**config.mk**
```make
export PLATFORM = sky130hd
export DESIGN_NAME = audio_svc_fifo
export DESIGN_NICKNAME = d
export VERILOG_FILES = /design/src/rtl/audio_fifo_pkg.sv /design/src/rtl/afifo_store.sv /design/src/rtl/afifo_halfsel.sv /design/src/rtl/afifo_status.sv /design/src/rtl/audio_svc_fifo.sv
export SDC_FILE = /design/constraint.sdc
export NUM_CORES = 1
export LEC_CHECK = 0
export BUFFER_PORTS_ARGS = -buffer_cell sky130_fd_sc_hd__buf_2
export CAP_MARGIN = 20
export CORE_ASPECT_RATIO = 0.6
export CORE_UTILIZATION = 30
export DETAILED_ROUTE_END_ITERATION = 12
export GPL_TIMING_DRIVEN = 0
export SETUP_SLACK_MARGIN = 0.3
export SKIP_CTS_REPAIR_TIMING = 1
export SLEW_MARGIN = 20
export SYNTH_ARGS = -nofsm -noshare
export SYNTH_HDL_FRONTEND = slang
export SYNTH_SLANG_ARGS = --single-unit
```
**constraint.sdc**
```tcl
create_clock -name clk -period 5.25 [get_ports clk]
set_input_delay 1.05 -clock clk [delete_from_list [all_inputs] [get_ports clk]]
set_output_delay 1.05 -clock clk [all_outputs]
set_load 0.03 [all_outputs]
```
**src/rtl/audio_fifo_pkg.sv**
```systemverilog
// Shared constants for the audio service FIFO.
// Assumes: the attention threshold is chosen by a 2-bit code.
package audio_fifo_pkg;
    localparam int ATTN_CODE_W = 2;

    typedef enum logic [ATTN_CODE_W-1:0] {
        ATTN_ONE    = 2'd0,
        ATTN_FOUR   = 2'd1,
        ATTN_EIGHT  = 2'd2,
        ATTN_TWELVE = 2'd3
    } attn_code_e;

    localparam int SLOTS_ONE    = 1;
    localparam int SLOTS_FOUR   = 4;
    localparam int SLOTS_EIGHT  = 8;
    localparam int SLOTS_TWELVE = 12;
endpackage

```
**src/rtl/afifo_store.sv**
```systemverilog
// Storage ring for the audio service FIFO: memory, read and write pointers
// and a fill counter.
// Assumes: the caller never pushes when full or pops when empty, and gates
// both with clear. Clear returns the pointers and the fill to zero in one cycle.
module afifo_store #(
    parameter int WIDTH = 32,
    parameter int DEPTH = 16
) (
    input  logic                         clk,
    input  logic                         rst_n,
    input  logic                         clear,
    input  logic                         push,
    input  logic [WIDTH-1:0]             push_data,
    input  logic                         pop,
    output logic [WIDTH-1:0]             head_data,
    output logic [$clog2(DEPTH+1)-1:0]   fill,
    output logic                         empty,
    output logic                         full
);
    localparam int AW = (DEPTH > 1) ? $clog2(DEPTH) : 1;
    localparam int FW = $clog2(DEPTH + 1);

    logic [WIDTH-1:0] mem [DEPTH];
    logic [AW-1:0]    wr_ptr;
    logic [AW-1:0]    rd_ptr;
    logic [FW-1:0]    fill_q;

    function automatic logic [AW-1:0] bump(input logic [AW-1:0] p);
        return (p == AW'(DEPTH - 1)) ? '0 : p + 1'b1;
    endfunction

    // Write the pushed word into the slot at the write pointer.
    always_ff @(posedge clk) begin
        if (push) begin
            mem[wr_ptr] <= push_data;
        end
    end

    // Advance the pointers and track the fill level.
    always_ff @(posedge clk) begin
        if (!rst_n || clear) begin
            wr_ptr <= '0;
            rd_ptr <= '0;
            fill_q <= '0;
        end else begin
            if (push) wr_ptr <= bump(wr_ptr);
            if (pop)  rd_ptr <= bump(rd_ptr);
            case ({push, pop})
                2'b10:   fill_q <= fill_q + 1'b1;
                2'b01:   fill_q <= fill_q - 1'b1;
                default: fill_q <= fill_q;
            endcase
        end
    end

    assign head_data = mem[rd_ptr];
    assign fill      = fill_q;
    assign empty     = (fill_q == '0);
    assign full      = (fill_q == FW'(DEPTH));
endmodule

```
**src/rtl/afifo_halfsel.sv**
```systemverilog
// Serial-side packing for the audio service FIFO. It tracks which 16-bit
// half of an entry is next, shapes the outgoing serial sample and assembles
// the incoming word from two samples.
// Assumes: WIDTH is even. step is one accepted serial transfer.
module afifo_halfsel #(
    parameter int WIDTH = 32
) (
    input  logic             clk,
    input  logic             rst_n,
    input  logic             clear,
    input  logic             packed_mode,
    input  logic             step,
    input  logic [WIDTH-1:0] ser_wdata,
    input  logic [WIDTH-1:0] head_data,
    input  logic             empty,
    output logic             boundary,
    output logic [WIDTH-1:0] rd_sample,
    output logic [WIDTH-1:0] wr_word
);
    localparam int HALF_W = WIDTH / 2;

    logic              half_q;
    logic [HALF_W-1:0] stage_q;

    // Toggle the half pointer and hold the first sample of a packed pair.
    always_ff @(posedge clk) begin
        if (!rst_n || clear) begin
            half_q  <= 1'b0;
            stage_q <= '0;
        end else if (step) begin
            half_q <= packed_mode & ~half_q;
            if (packed_mode && !half_q) begin
                stage_q <= ser_wdata[HALF_W-1:0];
            end
        end
    end

    assign boundary = ~packed_mode | half_q;

    // Select the serial sample shown from the head entry.
    always_comb begin
        if (empty) begin
            rd_sample = '0;
        end else if (!packed_mode) begin
            rd_sample = head_data;
        end else if (half_q) begin
            rd_sample = {{(WIDTH-HALF_W){1'b0}}, head_data[WIDTH-1:HALF_W]};
        end else begin
            rd_sample = {{(WIDTH-HALF_W){1'b0}}, head_data[HALF_W-1:0]};
        end
    end

    assign wr_word = packed_mode ? {ser_wdata[HALF_W-1:0], stage_q} : ser_wdata;
endmodule

```
**src/rtl/afifo_status.sv**
```systemverilog
// Status for the audio service FIFO: the service slot count, the attention
// threshold compare, ready, busy and the sticky error flag.
// Assumes: COUNT_W is wide enough to hold DEPTH. An error event wins over
// err_w1c in the same cycle.
module afifo_status
    import audio_fifo_pkg::*;
#(
    parameter bit IS_PLAYBACK = 1'b1,
    parameter int DEPTH       = 16,
    parameter int FILL_W      = 5,
    parameter int COUNT_W     = 6
) (
    input  logic                   clk,
    input  logic                   rst_n,
    input  logic [FILL_W-1:0]      fill,
    input  logic                   empty,
    input  logic                   full,
    input  logic                   enable,
    input  logic [ATTN_CODE_W-1:0] lvl_code,
    input  logic                   err_evt,
    input  logic                   err_w1c,
    output logic [COUNT_W-1:0]     slot_count,
    output logic                   attn,
    output logic                   ready,
    output logic                   busy,
    output logic                   error
);
    logic [COUNT_W-1:0] thresh;
    logic               err_q;

    // Turn the threshold code into a slot count.
    always_comb begin
        case (attn_code_e'(lvl_code))
            ATTN_ONE:   thresh = COUNT_W'(SLOTS_ONE);
            ATTN_FOUR:  thresh = COUNT_W'(SLOTS_FOUR);
            ATTN_EIGHT: thresh = COUNT_W'(SLOTS_EIGHT);
            default:    thresh = COUNT_W'(SLOTS_TWELVE);
        endcase
    end

    generate
        if (IS_PLAYBACK) begin : g_free
            assign slot_count = COUNT_W'(DEPTH) - COUNT_W'(fill);
            assign ready      = ~full;
        end else begin : g_used
            logic unused_full;
            assign unused_full = full;
            assign slot_count  = COUNT_W'(fill);
            assign ready       = ~empty;
        end
    endgenerate

    assign attn = (slot_count >= thresh);
    assign busy = enable & ~empty;

    // Set the error flag on an event and hold it until write-one-to-clear.
    always_ff @(posedge clk) begin
        if (!rst_n) begin
            err_q <= 1'b0;
        end else if (err_evt) begin
            err_q <= 1'b1;
        end else if (err_w1c) begin
            err_q <= 1'b0;
        end
    end

    assign error = err_q;
endmodule

```
**src/rtl/audio_svc_fifo.sv**
```systemverilog
// Audio service FIFO top. IS_PLAYBACK selects the direction. In playback the
// bus pushes and the serial engine pops. In capture the serial engine pushes
// and the bus pops.
// Assumes: one clock domain. The serial side acts only while enable is high.
// Clear overrides every transfer in its cycle.
module audio_svc_fifo
    import audio_fifo_pkg::*;
#(
    parameter bit IS_PLAYBACK = 1'b1,
    parameter int WIDTH       = 32,
    parameter int DEPTH       = 16,
    parameter int COUNT_W     = 6
) (
    input  logic                   clk,
    input  logic                   rst_n,
    input  logic                   enable,
    input  logic                   clear,
    input  logic                   packed_mode,
    input  logic [ATTN_CODE_W-1:0] lvl_code,
    input  logic                   err_w1c,
    input  logic                   bus_wr_en,
    input  logic [WIDTH-1:0]       bus_wr_data,
    input  logic                   bus_rd_en,
    output logic [WIDTH-1:0]       bus_rd_data,
    input  logic                   ser_req,
    input  logic [WIDTH-1:0]       ser_wdata,
    output logic [WIDTH-1:0]       ser_rdata,
    output logic [COUNT_W-1:0]     slot_count,
    output logic                   attn,
    output logic                   ready,
    output logic                   busy,
    output logic                   error
);
    localparam int FILL_W = $clog2(DEPTH + 1);

    logic              push;
    logic              pop;
    logic [WIDTH-1:0]  push_data;
    logic [WIDTH-1:0]  head_data;
    logic [FILL_W-1:0] fill;
    logic              empty;
    logic              full;
    logic              ser_go;
    logic              step;
    logic              boundary;
    logic [WIDTH-1:0]  rd_sample;
    logic [WIDTH-1:0]  wr_word;
    logic              err_evt;

    assign ser_go = enable & ser_req & ~clear;

    generate
        if (IS_PLAYBACK) begin : g_play
            // Bus fills the FIFO; the serial engine drains it one sample at a time.
            logic unused_play;
            assign unused_play = ^{bus_rd_en, wr_word};
            assign push        = bus_wr_en & ~full & ~clear;
            assign push_data   = bus_wr_data;
            assign step        = ser_go & ~empty;
            assign pop         = step & boundary;
            assign err_evt     = ser_go & empty;
            assign ser_rdata   = rd_sample;
            assign bus_rd_data = '0;
        end else begin : g_capt
            // The serial engine fills the FIFO; the bus drains whole entries.
            logic unused_capt;
            assign unused_capt = ^{bus_wr_en, bus_wr_data, rd_sample};
            assign step        = ser_go;
            assign push        = ser_go & boundary & ~full;
            assign push_data   = wr_word;
            assign err_evt     = ser_go & boundary & full;
            assign pop         = bus_rd_en & ~empty & ~clear;
            assign bus_rd_data = empty ? '0 : head_data;
            assign ser_rdata   = '0;
        end
    endgenerate

    afifo_store #(
        .WIDTH (WIDTH),
        .DEPTH (DEPTH)
    ) u_store (
        .clk       (clk),
        .rst_n     (rst_n),
        .clear     (clear),
        .push      (push),
        .push_data (push_data),
        .pop       (pop),
        .head_data (head_data),
        .fill      (fill),
        .empty     (empty),
        .full      (full)
    );

    afifo_halfsel #(
        .WIDTH (WIDTH)
    ) u_halfsel (
        .clk         (clk),
        .rst_n       (rst_n),
        .clear       (clear),
        .packed_mode (packed_mode),
        .step        (step),
        .ser_wdata   (ser_wdata),
        .head_data   (head_data),
        .empty       (empty),
        .boundary    (boundary),
        .rd_sample   (rd_sample),
        .wr_word     (wr_word)
    );

    afifo_status #(
        .IS_PLAYBACK (IS_PLAYBACK),
        .DEPTH       (DEPTH),
        .FILL_W      (FILL_W),
        .COUNT_W     (COUNT_W)
    ) u_status (
        .clk        (clk),
        .rst_n      (rst_n),
        .fill       (fill),
        .empty      (empty),
        .full       (full),
        .enable     (enable),
        .lvl_code   (lvl_code),
        .err_evt    (err_evt),
        .err_w1c    (err_w1c),
        .slot_count (slot_count),
        .attn       (attn),
        .ready      (ready),
        .busy       (busy),
        .error      (error)
    );
endmodule

```
== Yosys cells after proc, flatten, opt, wreduce, memory -nomap -nowiden ==
Memory sizes are Yosys's and may differ from the RTL's. A register that Yosys moved wholly into a read port is not among the register bits.
Index checks and enable logic that the tools add are counted.
Widths: inputs -> output; s select.
Word-level totals
  flip-flop bits (word level): 15
  RAM bits: 512
  bits in read-only memories: 0
  memories kept: 1
  latch bits: 0
  logic and storage cells: 53
  input port bits: 75
  output and inout port bits: 74
Memory list
  u_store.mem: depth 16, width 32, rd ports 1, clocked after Yosys merged registers in 1, wr ports 1, line afifo_store.sv:23  | logic [WIDTH-1:0] mem [DEPTH];
Cells by class
  divide/modulo/power cells: 0
  $add $sub $neg: 5
  magnitude comparators: 1
  muxes and demuxes: 13
  shift-type cells: 0
  multiply operators: 0
  eq/ne operators: 7
  bitwise logic cells: 15
  reduce and logical (&&, ||, !) cells: 6
Operators by type and width (number)
  $mux 32: 2
  $mux 16: 1
  $mux 4: 4
  $pmux 4 s3: 1
  $pmux 5 s2: 1
  $and 1x1->1: 9
  $add 4x1->4 const B: 2
  $eq 4x4->1 const B: 2
  $ge 6x4->1: 1
  $sub 5x5->6 const A: 1
  $add 5x1->5 const B: 1
  $eq 5x5->1 const B: 1
  $logic_not 5->1: 1
  $not 1->1: 5
  $sub 5x1->5 const B: 1
  $eq 2x1->1 const B: 2
  $eq 2x2->1 const B: 2
  $mux 1: 4
  $reduce_bool 2->1: 2
  $logic_not 2->1: 1
  $logic_not 1->1: 1
  $logic_or 1x1->1: 1
  $or 1x1->1: 1

== Depth between registers and ports, before layout ==
Gate-level depths: netlist of run 1.
  depth after elaboration: 6
  mapped depth: 18

== By module ==
From an unflattened synthesis of run 1, not the netlist that was laid out.
Second synthesis, totals
  cells, all modules: 1158
  area total of the unflattened synthesis: 22276.4 um^2
By module, submodules not included
  afifo_store: cells each 904, instances 1, area an instance 20101.8 um^2
  afifo_halfsel: cells each 190, instances 1, area an instance 1691.6 um^2
  audio_svc_fifo: cells each 38, instances 1, area an instance 285.3 um^2
  afifo_status: cells each 26, instances 1, area an instance 197.7 um^2

== Worst setup path before layout of run 1 ==
OpenSTA, ideal clock, no wires.
  path type: register -> register
  from: register u_store.fill_q[1] (netlist: u_store.fill[1])
  to: memory u_store.mem[3][0] (enable)
  setup time: 0.461 ns
  period minus slack after synthesis: 4.342 ns
  path slack: 0.908 ns
  data arrival time: 3.881 ns
  buffers on the path: 2
  cell stages (with the launch flop): 11
  data required time: 4.789 ns
  cells stage by stage: dfxtp_1 clkbuf_1 inv_1 ha_1 nor3b_1 ha_1 nor2_1 and2_1 clkbuf_1 nand2_1 nor3_1
On the way
  word-level cells in the longest chain between the ends: 6
Ends and longest elaborated chain
  start, declared: line afifo_store.sv:26  | logic [FW-1:0] fill_q;
  start signal, assigned: line afifo_store.sv:49  | 2'b10: fill_q <= fill_q + 1'b1;
  start signal, assigned: line afifo_store.sv:50  | 2'b01: fill_q <= fill_q - 1'b1;
  start signal, assigned: line afifo_store.sv:51  | default: fill_q <= fill_q;
  $eq 5x5->1: line afifo_store.sv:59  | assign full = (fill_q == FW'(DEPTH));
  $not 1->1: line audio_svc_fifo.sv:57  | assign push = bus_wr_en & ~full & ~clear;
  $and 1x1->1 (2 in series): line audio_svc_fifo.sv:57
  $mux 1: line afifo_store.sv:34  | if (push) begin
  $mux 1 (not written as such): line afifo_store.sv:35  | mem[wr_ptr] <= push_data;
  end, declared: line afifo_store.sv:23
No other way between the ends.

== Worst setup path after layout of run 1 ==
  from: register u_store.fill_q[1] (netlist: u_store.fill[1])
  to: output ser_rdata[4]
On the way
  word-level cells in the longest chain between the ends: 2
Ends and longest elaborated chain
  $logic_not 5->1: line afifo_store.sv:58  | assign empty = (fill_q == '0);
  $mux 32: line afifo_halfsel.sv:42  | if (empty) begin
  end, declared: line audio_svc_fifo.sv:27  | output logic [WIDTH-1:0] ser_rdata,
No other way between the ends.

==> flow_summary.ini, run 1 <==
[global_route]
grt_max_degree = 20
grt_pass1_vias = 11200
grt_pass1_wl_mm = 79.0
grtUsageTotal_pct = 15.1
grt-ovfl-total = 0
antenna_found_initial = 4

[route]
wl_per_cell_um = 23.5
final_antenna_net_count = 0
met3_length_mm = 4.53
topRoutingLayerUsed = met5
vias = 11600
drc = 0
dr_wl_met2_mm = 23.5
met1_length_mm = 26.0
firstDrtPassIters = 6
wirelength_mm = 54.9
drtIter0Drc = 1458
via_per_inst = 4.95

[critical_path]
endpoint_kind = output port
r2r_cells = 16
crit_start = u_store.fill[1]
cp_common_cell = ha_1
critical_path.cell_chain = clkbuf_1 > inv_1 > ha_1 > nor3b_1 > ha_1 > nor2_1 > nand2_2 > clkbuf_2 > o22ai_1 > a211o_1 > buf_2
cp_data_arrival_time_ps = 3630
cp_max_fo = 10
cpPeakStageDelay_ps = 580
timing.rr.start = u_store.fill[1]
cp-start-kind = flip-flop
slowest_stage = o22ai_1
ff2ff_setup_slack_ps = 1450
path_class = reg2out
reg2reg_to = u_store.fill[4]
worstSetupEndpoint = ser_rdata[4]
crit_required_ps = 4200

[pwr]
power.density_mw_per_mm2 = 323
peakVddDrop_v = 0.000207
p_leak_nw = 8.32

[sta]
setup_viol = 0
relSlewSlack_pct = 45.0
rsz0062_at_grt = false
hold_violations = 0
maxSlewViolCount = 0
setup_tns_ps = 0
finClkSkew_ps = 18.2
min_period_over_period_pct = 89.2
worst_pin_slew_ps = 823
min_period_ps = 4680
timing.fmax_ghz = 0.213

[clock_network]
cts_sinks = 531
cts_root_buffer = clkbuf_16
htree_levels = 2
numCtsBuffers = 46
clk_pin_slew_ps = 70
insertion_delay_ps = 580
clock_path_buffers = 3
cts_tree = done

[run]
drv_cap = 0

[yosys]
avgSynthCellArea_um2 = 18.3
ys_seq_area_share_pct = 73.4
ys_ff_latch = 531
netlist_area_mm2 = 0.0215
synth_flop_cell = edfxtp_1
async_flop_share_pct = 0
synthCells = 1173
synth-edff-count = 512
synth_cell_type_count = 44
synth_warnings = 0

[layout]
drive_gt1_share_pct = 24.1
n_antenna_cell = 0
syn2layout_area_growth_pct = 18.6
nets = 1466
regArea_mm2 = 0.0158
nFillCells = 6448
multi_input_area_mm2 = 0.00530
fin_cells = 2338

[placed_design]
place_hpwl_mm = 38.7
finalWeightedCongestion = 0.793
port_buffers = 83
dpl.cell_count = 2253

[status]
status = finished, final reports clean

[floorplan]
core_mm2 = 0.0703
die_area_mm2 = 0.0726
ioPinCount = 149
dieHeight_um = 209
rows = 75
start_util_pct = 30.5
dieWidth_um = 347

[hold_path]
hold_path_class = reg2reg
-- flip-flops by register name (all words and copies together), names as in the netlist, named ones only --
register,cells
u_store.rd_ptr,4
u_store.mem,512
u_halfsel.half_q,1
u_store.fill,5
u_status.error,1
u_store.wr_ptr,4
-- cells in the final DEF (no fill, tap or decap), types with 6 or more instances in the layout --
master     count
mux2i_1      149
mux4_2        44
conb_1        32
clkinv_1      14
buf_16        17
nand2_1       45
buf_6         10
buf_2        115
mux2_2        15
dfxtp_1       19
nor2_4        12
a22oi_1       64
o22ai_1       14
nor2_1        47
nand2b_1       6
ha_1          14
nor2b_1       10
buf_4         51
clkbuf_1      35
edfxtp_1     512
clkbuf_16     49
mux4_1        20
inv_1         12
a21oi_1       12
a211oi_1      15
a211o_1       16
-- Yosys cell counts (2+ instances only) --
cell type,number,area [µm²]
edfxtp_1,512,15400
o21ai_0,5,25.0
nand2b_1,6,37.5
a21o_1,2,15.0
a22oi_1,64,480
buf_6,5,56.3
a21boi_0,2,15.0
and2_1,3,18.8
buf_4,35,263
mux2_2,15,169
a211oi_1,15,113
mux4_1,20,526
ha_1,14,175
o22ai_1,16,100
nand3_1,3,15.0
clkbuf_1,24,90.1
mux4_2,44,991
xor2_1,5,43.8
dfxtp_1,19,380
a21oi_1,12,60.1
buf_2,32,160
nor2_1,59,221
a211o_1,16,140
or3_1,4,25.0
inv_1,12,45.0
nor3_1,6,30.0
nand2_1,47,176
nor2b_1,10,62.6
xnor2_1,3,26.3
mux2i_1,149,1490
-- power by group --
| group | switching (mW) | leakage (nW) | internal [mW] |
|---|---|---|---|
| Combinational | 0.162 | 2.85 | 0.0655 |
| Clock | 1.51 | 0.700 | 1.82 |
| Sequential | 0.00428 | 4.77 | 4.65 |
-- through the flow --
stage | hold WS (ps) | setup slack, ps | total power, mW | utilization [%] | instance area [µm²]
final | 486 | 566 | 8.21 | 36.2 | 25400
after global routing | 513 | 321 | 8.46 | 36.2 | 25400
after CTS | 498 | 106 | 8.26 | 36.2 | 25400
after detailed placement | 488 | 730 | 4.98 | 34.1 | 24000
after global placement | 460 | -2530 | 4.96 | 32.9 | 23100
after floorplan | 463 | 908 | 4.87 | - | 21600
-- area by class of cell --
cell class	count	share of cell area, %
Buffer	98	2.38
Tap cell	924	4.54
Multi-Input combinational cell	563	20.8
Clock inverter	22	0.590
Sequential cell	531	61.9
Clock buffer	63	5.06
Inverter	12	0.177
Timing Repair Buffer	125	4.48
-- logic make-up (layout without fill, tap and decap cells) --
logic type      Yosys count  in the layout  synth area share, %
xor+xnor                  8              8                0.327
flops                   531            531                 73.4
fa+ha+maj                14             14                0.816
mux                     228            228                 14.8
other cells               1             32               0.0175
compound gates          136            136                 4.57
buf+inv                 110            320                 3.03
simple gates            145            145                 3.01
-- routing by layer --
layer  vias up  global-route usage [%]
met1      5984                    23.1
met2       465                    21.9
met5         -                       0
met4         4                    3.08
li1       5048                       -
met3        68                    3.25
-- worst max-delay path: cells and delay by family, from the launching register on --
family          cells  cell delay [ps]
flops               1              300
simple gates        3              540
buf+inv             4              880
compound gates      2              760
fa+ha+maj           2              540
-- how the worst min path moves through the flow --
stage                      from                to  cells after the start  slack, ps
3_3_place_gp     u_status.error    u_status.error                      2        460
5_1_grt          u_status.error    u_status.error                      2        510
6_report         u_status.error    u_status.error                      2        490
4_1_cts          u_status.error    u_status.error                      2        500
3_5_place_dp     u_status.error    u_status.error                      2        490
2_1_floorplan  u_halfsel.half_q  u_halfsel.half_q                      2        460
Power figures use the tool's default switching activity.
==> run 2: changes to the inputs <==
--- a/config.mk
+++ b/config.mk
@@ -7,10 +7,13 @@
 export LEC_CHECK = 0
 export BUFFER_PORTS_ARGS = -buffer_cell sky130_fd_sc_hd__buf_2
 export CAP_MARGIN = 20
+export CELL_PAD_IN_SITES_DETAIL_PLACEMENT = 1
+export CELL_PAD_IN_SITES_GLOBAL_PLACEMENT = 1
 export CORE_ASPECT_RATIO = 0.6
 export CORE_UTILIZATION = 30
 export DETAILED_ROUTE_END_ITERATION = 12
 export GPL_TIMING_DRIVEN = 0
+export PLACE_DENSITY_LB_ADDON = 0.1
 export SETUP_SLACK_MARGIN = 0.3
 export SKIP_CTS_REPAIR_TIMING = 1
 export SLEW_MARGIN = 20
==> flow_summary.ini, run 2 (synthesis gave the netlist of run 1 again) <==
[run]
drv_cap = 0

[hold_path]
hold_depth = 2
min_from = u_status.error
hold_end = u_status.error
hold_path_class = reg2reg

[layout]
n_antenna_cell = 0
final_common_cell = edfxtp_1
nets = 1478
fin_cells = 2355
largest_reg_flops = 512
final_cell_mix = edfxtp_1 (512), mux2i_1 (149), buf_2 (116), a22oi_1 (64), buf_4 (54)
drive_gt1_share_pct = 25.7
top_register = u_store.mem
syn2layout_area_growth_pct = 20.7

[route]
wirelength_mm = 65.6
drtIter0Drc = 1135
wl_per_cell_um = 27.8
final_antenna_net_count = 0
drc = 0
vias = 11500
firstDrtPassIters = 4
via_per_inst = 4.89

[sta]
worst_pin_slew_ps = 959
min_period_ps = 4790
min_period_over_period_pct = 91.2
maxSlewViolCount = 0
timing.fmax_ghz = 0.209
worst_slack_ps = 464
rsz0062_at_grt = false
relSlewSlack_pct = 36.1
finClkSkew_ps = 16.5
setup_viol = 0
hold_violations = 0

[global_route]
grt_pass1_wl_mm = 91.8
grtUsageTotal_pct = 18.1
grt_max_degree = 18
grt-ovfl-total = 0
grt_pass1_vias = 11900
antenna_found_initial = 3

[floorplan]
core_mm2 = 0.0703
rows = 75
ioPinCount = 149
start_util_pct = 30.5
dieWidth_um = 347
dieHeight_um = 209
die_area_mm2 = 0.0726

[clock_network]
htree_levels = 2
cts_sinks = 531
clock_path_buffers = 3
numCtsBuffers = 52
cts_tree = done
insertion_delay_ps = 600
clk_pin_slew_ps = 70
cts_root_buffer = clkbuf_16

[critical_path]
slowest_stage = clkdlybuf4s15_1
cp_num_cells = 9
critPathBufInv = 4
cp_top_family = buffers and inverters
path_class = reg2out
cp_data_arrival_time_ps = 3740
cpPeakStageDelay_ps = 790
critical_path.cell_chain = clkbuf_1 > inv_1 > ha_1 > nor3b_1 > ha_2 > nor3_4 > clkdlybuf4s15_1 > a211o_1 > buf_2
timing.rr.start = u_store.fill[1]
cp_max_fo = 10
crit_required_ps = 4200
endpoint_kind = output port
cp-start-kind = flip-flop
r2r_cells = 16
ff2ff_setup_slack_ps = 1450
reg2reg_to = u_store.fill[4]

[pwr]
p_leak_nw = 8.54
power.density_mw_per_mm2 = 347
peakVddDrop_v = 0.000213

[placed_design]
port_buffers = 83
dp_slack_ps = 438
place_hpwl_mm = 44.9
finalWeightedCongestion = 0.722
dpl.cell_count = 2259

[status]
status = finished, final reports clean
-- run 2: cell count changes in the layout (fill, tap and decap cells not counted), sizes merged --
cell / before / now
buf: 199 / 206
bufinv: 2 / 11
clkbuf: 87 / 86
clkdlybuf4s15: 0 / 1
clkinvlp: 0 / 1
-- run 2: metrics by stage --
stage	util, %	hold slack (ps)	cell area (µm²)	total power [mW]	setup TNS, ps
after floorplan	-	463	21600	4.87	0
after global placement	32.9	465	23100	4.97	-783770
after detailed placement	34.2	476	24000	4.98	0
after CTS	36.8	487	25900	9.07	-1220
after global routing	36.8	520	25900	9.24	0
final	36.8	479	25900	8.97	0
-- run 2: cell type report --
type / instances / area, µm²
Sequential cell: 531 / 15800
Inverter: 12 / 45.0
Multi-Input combinational cell: 563 / 5300
Tap cell: 924 / 1160
Fill cell: 6941 / 44400
Timing Repair Buffer: 131 / 1190
Clock inverter: 32 / 429
Clock buffer: 64 / 1400
Buffer: 98 / 616
-- run 2: worst max path at each step --
stage / slack (ps) / start / to
after CTS: -220 / u_store.fill[1] / ser_rdata[6]
after floorplan: 910 / u_store.fill[1] / u_store.mem[3][0]
after global placement: -3810 / u_store.fill[1] / u_store.mem[2][25]
after detailed placement: 440 / u_store.fill[1] / ser_rdata[6]
final: 460 / u_store.fill[1] / ser_rdata[10]
after global routing: 320 / u_store.fill[1] / ser_rdata[14]
-- run 2: power by group --
part | internal [mW] | leakage, nW | total, mW | switching (mW)
sequential | 4.65 | 4.77 | 4.66 | 0.00440
clock | 2.43 | 0.895 | 4.08 | 1.66
combinational | 0.0661 | 2.88 | 0.230 | 0.164
total | 7.15 | 8.54 | 8.97 | 1.83
-- run 2: metal layers --
layer	wire (µm)	global-route usage (%)	vias up	share of wire [%]
met4	949	3.31	2	1.4
met1	34600	28.9	6165	53
met5	13	0	-	0.020
li1	-	-	5074	-
met2	27600	25.7	208	42
met3	2420	2.95	69	3.7
-- run 2: worst reg2reg max path: cells and delay by family (launching register included) --
family          cells  cell delay, ps
buf+inv             3             600
compound gates      4             490
xor+xnor            1             160
flops               1             300
simple gates        4            1220
fa+ha+maj           4             960
==> run 3: changes to the inputs <==
--- a/config.mk
+++ b/config.mk
@@ -11,6 +11,7 @@
 export CELL_PAD_IN_SITES_GLOBAL_PLACEMENT = 1
 export CORE_ASPECT_RATIO = 0.6
 export CORE_UTILIZATION = 30
+export CTS_BUF_LIST = sky130_fd_sc_hd__clkbuf_4 sky130_fd_sc_hd__clkbuf_8
 export DETAILED_ROUTE_END_ITERATION = 12
 export GPL_TIMING_DRIVEN = 0
 export PLACE_DENSITY_LB_ADDON = 0.1
==> flow_summary.ini, run 3 (synthesis gave the netlist of run 1 again) <==
[global_route]
grt_pass1_vias = 12100
grt_max_degree = 18
grt_pass1_wl_mm = 92.7
antenna_found_initial = 3
grt-ovfl-total = 0
grtUsageTotal_pct = 18.4

[layout]
syn2layout_area_growth_pct = 19.6
final_common_cell = edfxtp_1
nets = 1510
final_cell_mix = edfxtp_1 (512), mux2i_1 (149), buf_2 (115), clkbuf_8 (85), a22oi_1 (64)
final_util_pct = 36.5
drive_gt1_share_pct = 28.0
largest_reg_flops = 512
design_area_mm2 = 0.0257
top_register = u_store.mem
nFillCells = 7010

[critical_path]
crit_start = u_store.fill[1]
cp_data_arrival_time_ps = 3710
cp_max_fo = 10
cp-start-kind = flip-flop
path_class = reg2out
endpoint_kind = output port
timing.rr.start = u_store.fill[1]
crit_required_ps = 4200

[sta]
timing.fmax_ghz = 0.210
setup_viol = 0
relSlewSlack_pct = 35.7
rsz0062_at_grt = false
worst_pin_slew_ps = 965
finClkSkew_ps = 46.0
maxSlewViolCount = 0
hold_violations = 0
worst_slack_ps = 491
setup_tns_ps = 0
min_period_over_period_pct = 90.7
min_period_ps = 4760

[clock_network]
clk_pin_slew_ps = 70
cts_sinks = 531
cts_tree = done
clock_path_buffers = 3
htree_levels = 3
insertion_delay_ps = 700
cts_root_buffer = clkbuf_8
numCtsBuffers = 84

[placed_design]
finalWeightedCongestion = 0.722
port_buffers = 83
dp_slack_ps = 438
place_hpwl_mm = 44.9
post_dp_cell_area_mm2 = 0.0240

[route]
via_per_inst = 4.90
wirelength_mm = 66.3
drc = 0
wl_per_cell_um = 27.6
firstDrtPassIters = 7
vias = 11800
drtIter0Drc = 1088
final_antenna_net_count = 0

[floorplan]
dieWidth_um = 347
dieHeight_um = 209
start_util_pct = 30.5
core_mm2 = 0.0703
ioPinCount = 149
rows = 75
die_area_mm2 = 0.0726

[status]
status = finished, final reports clean

[pwr]
power.density_mw_per_mm2 = 327
power.total_mw = 8.40
peakVddDrop_v = 0.000148
p_leak_nw = 8.48

[hold_path]
hold_path_class = reg2reg
min_from = u_status.error

[run]
drv_cap = 0
[run 3: cell types whose count changed in the layout (fill, tap and decap cells not counted), sizes merged]
cell / delta
bufinv: -8
diode: +1
clkinvlp: +2
buf: -1
clkdlybuf4s15: -1
clkbuf: +48
inv: +2
clkinv: +4
[run 3: path summary, 6_finish.rpt]
| path | slack (ps) | to | depth (start not counted) |
|---|---|---|---|
| max | 490 | ser_rdata[30] | 10 |
| min | 480 | u_status.error | 2 |
| max reg2reg | 1440 | u_store.fill[4] | 16 |
| min reg2reg | 480 | u_status.error | 2 |
[run 3: area by class of cell]
type / count / area, µm² / area share (%)
clock inverters: 32 / 225 / 0.878
repair buffers: 131 / 1190 / 4.65
well taps: 924 / 1160 / 4.51
diodes: 1 / 2.50 / 0.00975
clock buffers: 110 / 1360 / 5.29
plain buffers: 98 / 618 / 2.41
inverters: 12 / 45.0 / 0.176
multi-input cells: 563 / 5300 / 20.7
flip-flops and latches: 531 / 15800 / 61.4
[run 3: critical path, stage by stage, from the launching register on]
cell      delay, ps
dfxtp_1         310
clkbuf_1        310
inv_1            80
ha_1            210
nor3b_1         170
ha_2            270
or2_2           310
clkbuf_1        280
clkbuf_2        390
a211oi_1        440
buf_2           280
[run 3: power breakdown]
group	total [mW]	leakage (nW)	internal [mW]	switching [mW]
logic	0.231	2.89	0.0663	0.164
clock network	3.50	0.825	1.82	1.68
registers	4.66	4.77	4.66	0.00446
[run 3: per-layer routing]
metal  up-vias  part of all wire, %  global-route usage [%]
li1       5144                    -                       -
met3        82                  4.2                    3.44
met1      6281                   53                    29.1
met4         2                  1.6                    4.20
met5         -                0.020                       0
met2       267                   42                    25.6
[run 3: metrics by stage]
stage	std cells	hold slack (ps)
after CTS	2401	486
after detailed placement	2259	476
after global routing	2401	519
after global placement	2211	465
final	2402	477
after floorplan	1204	463
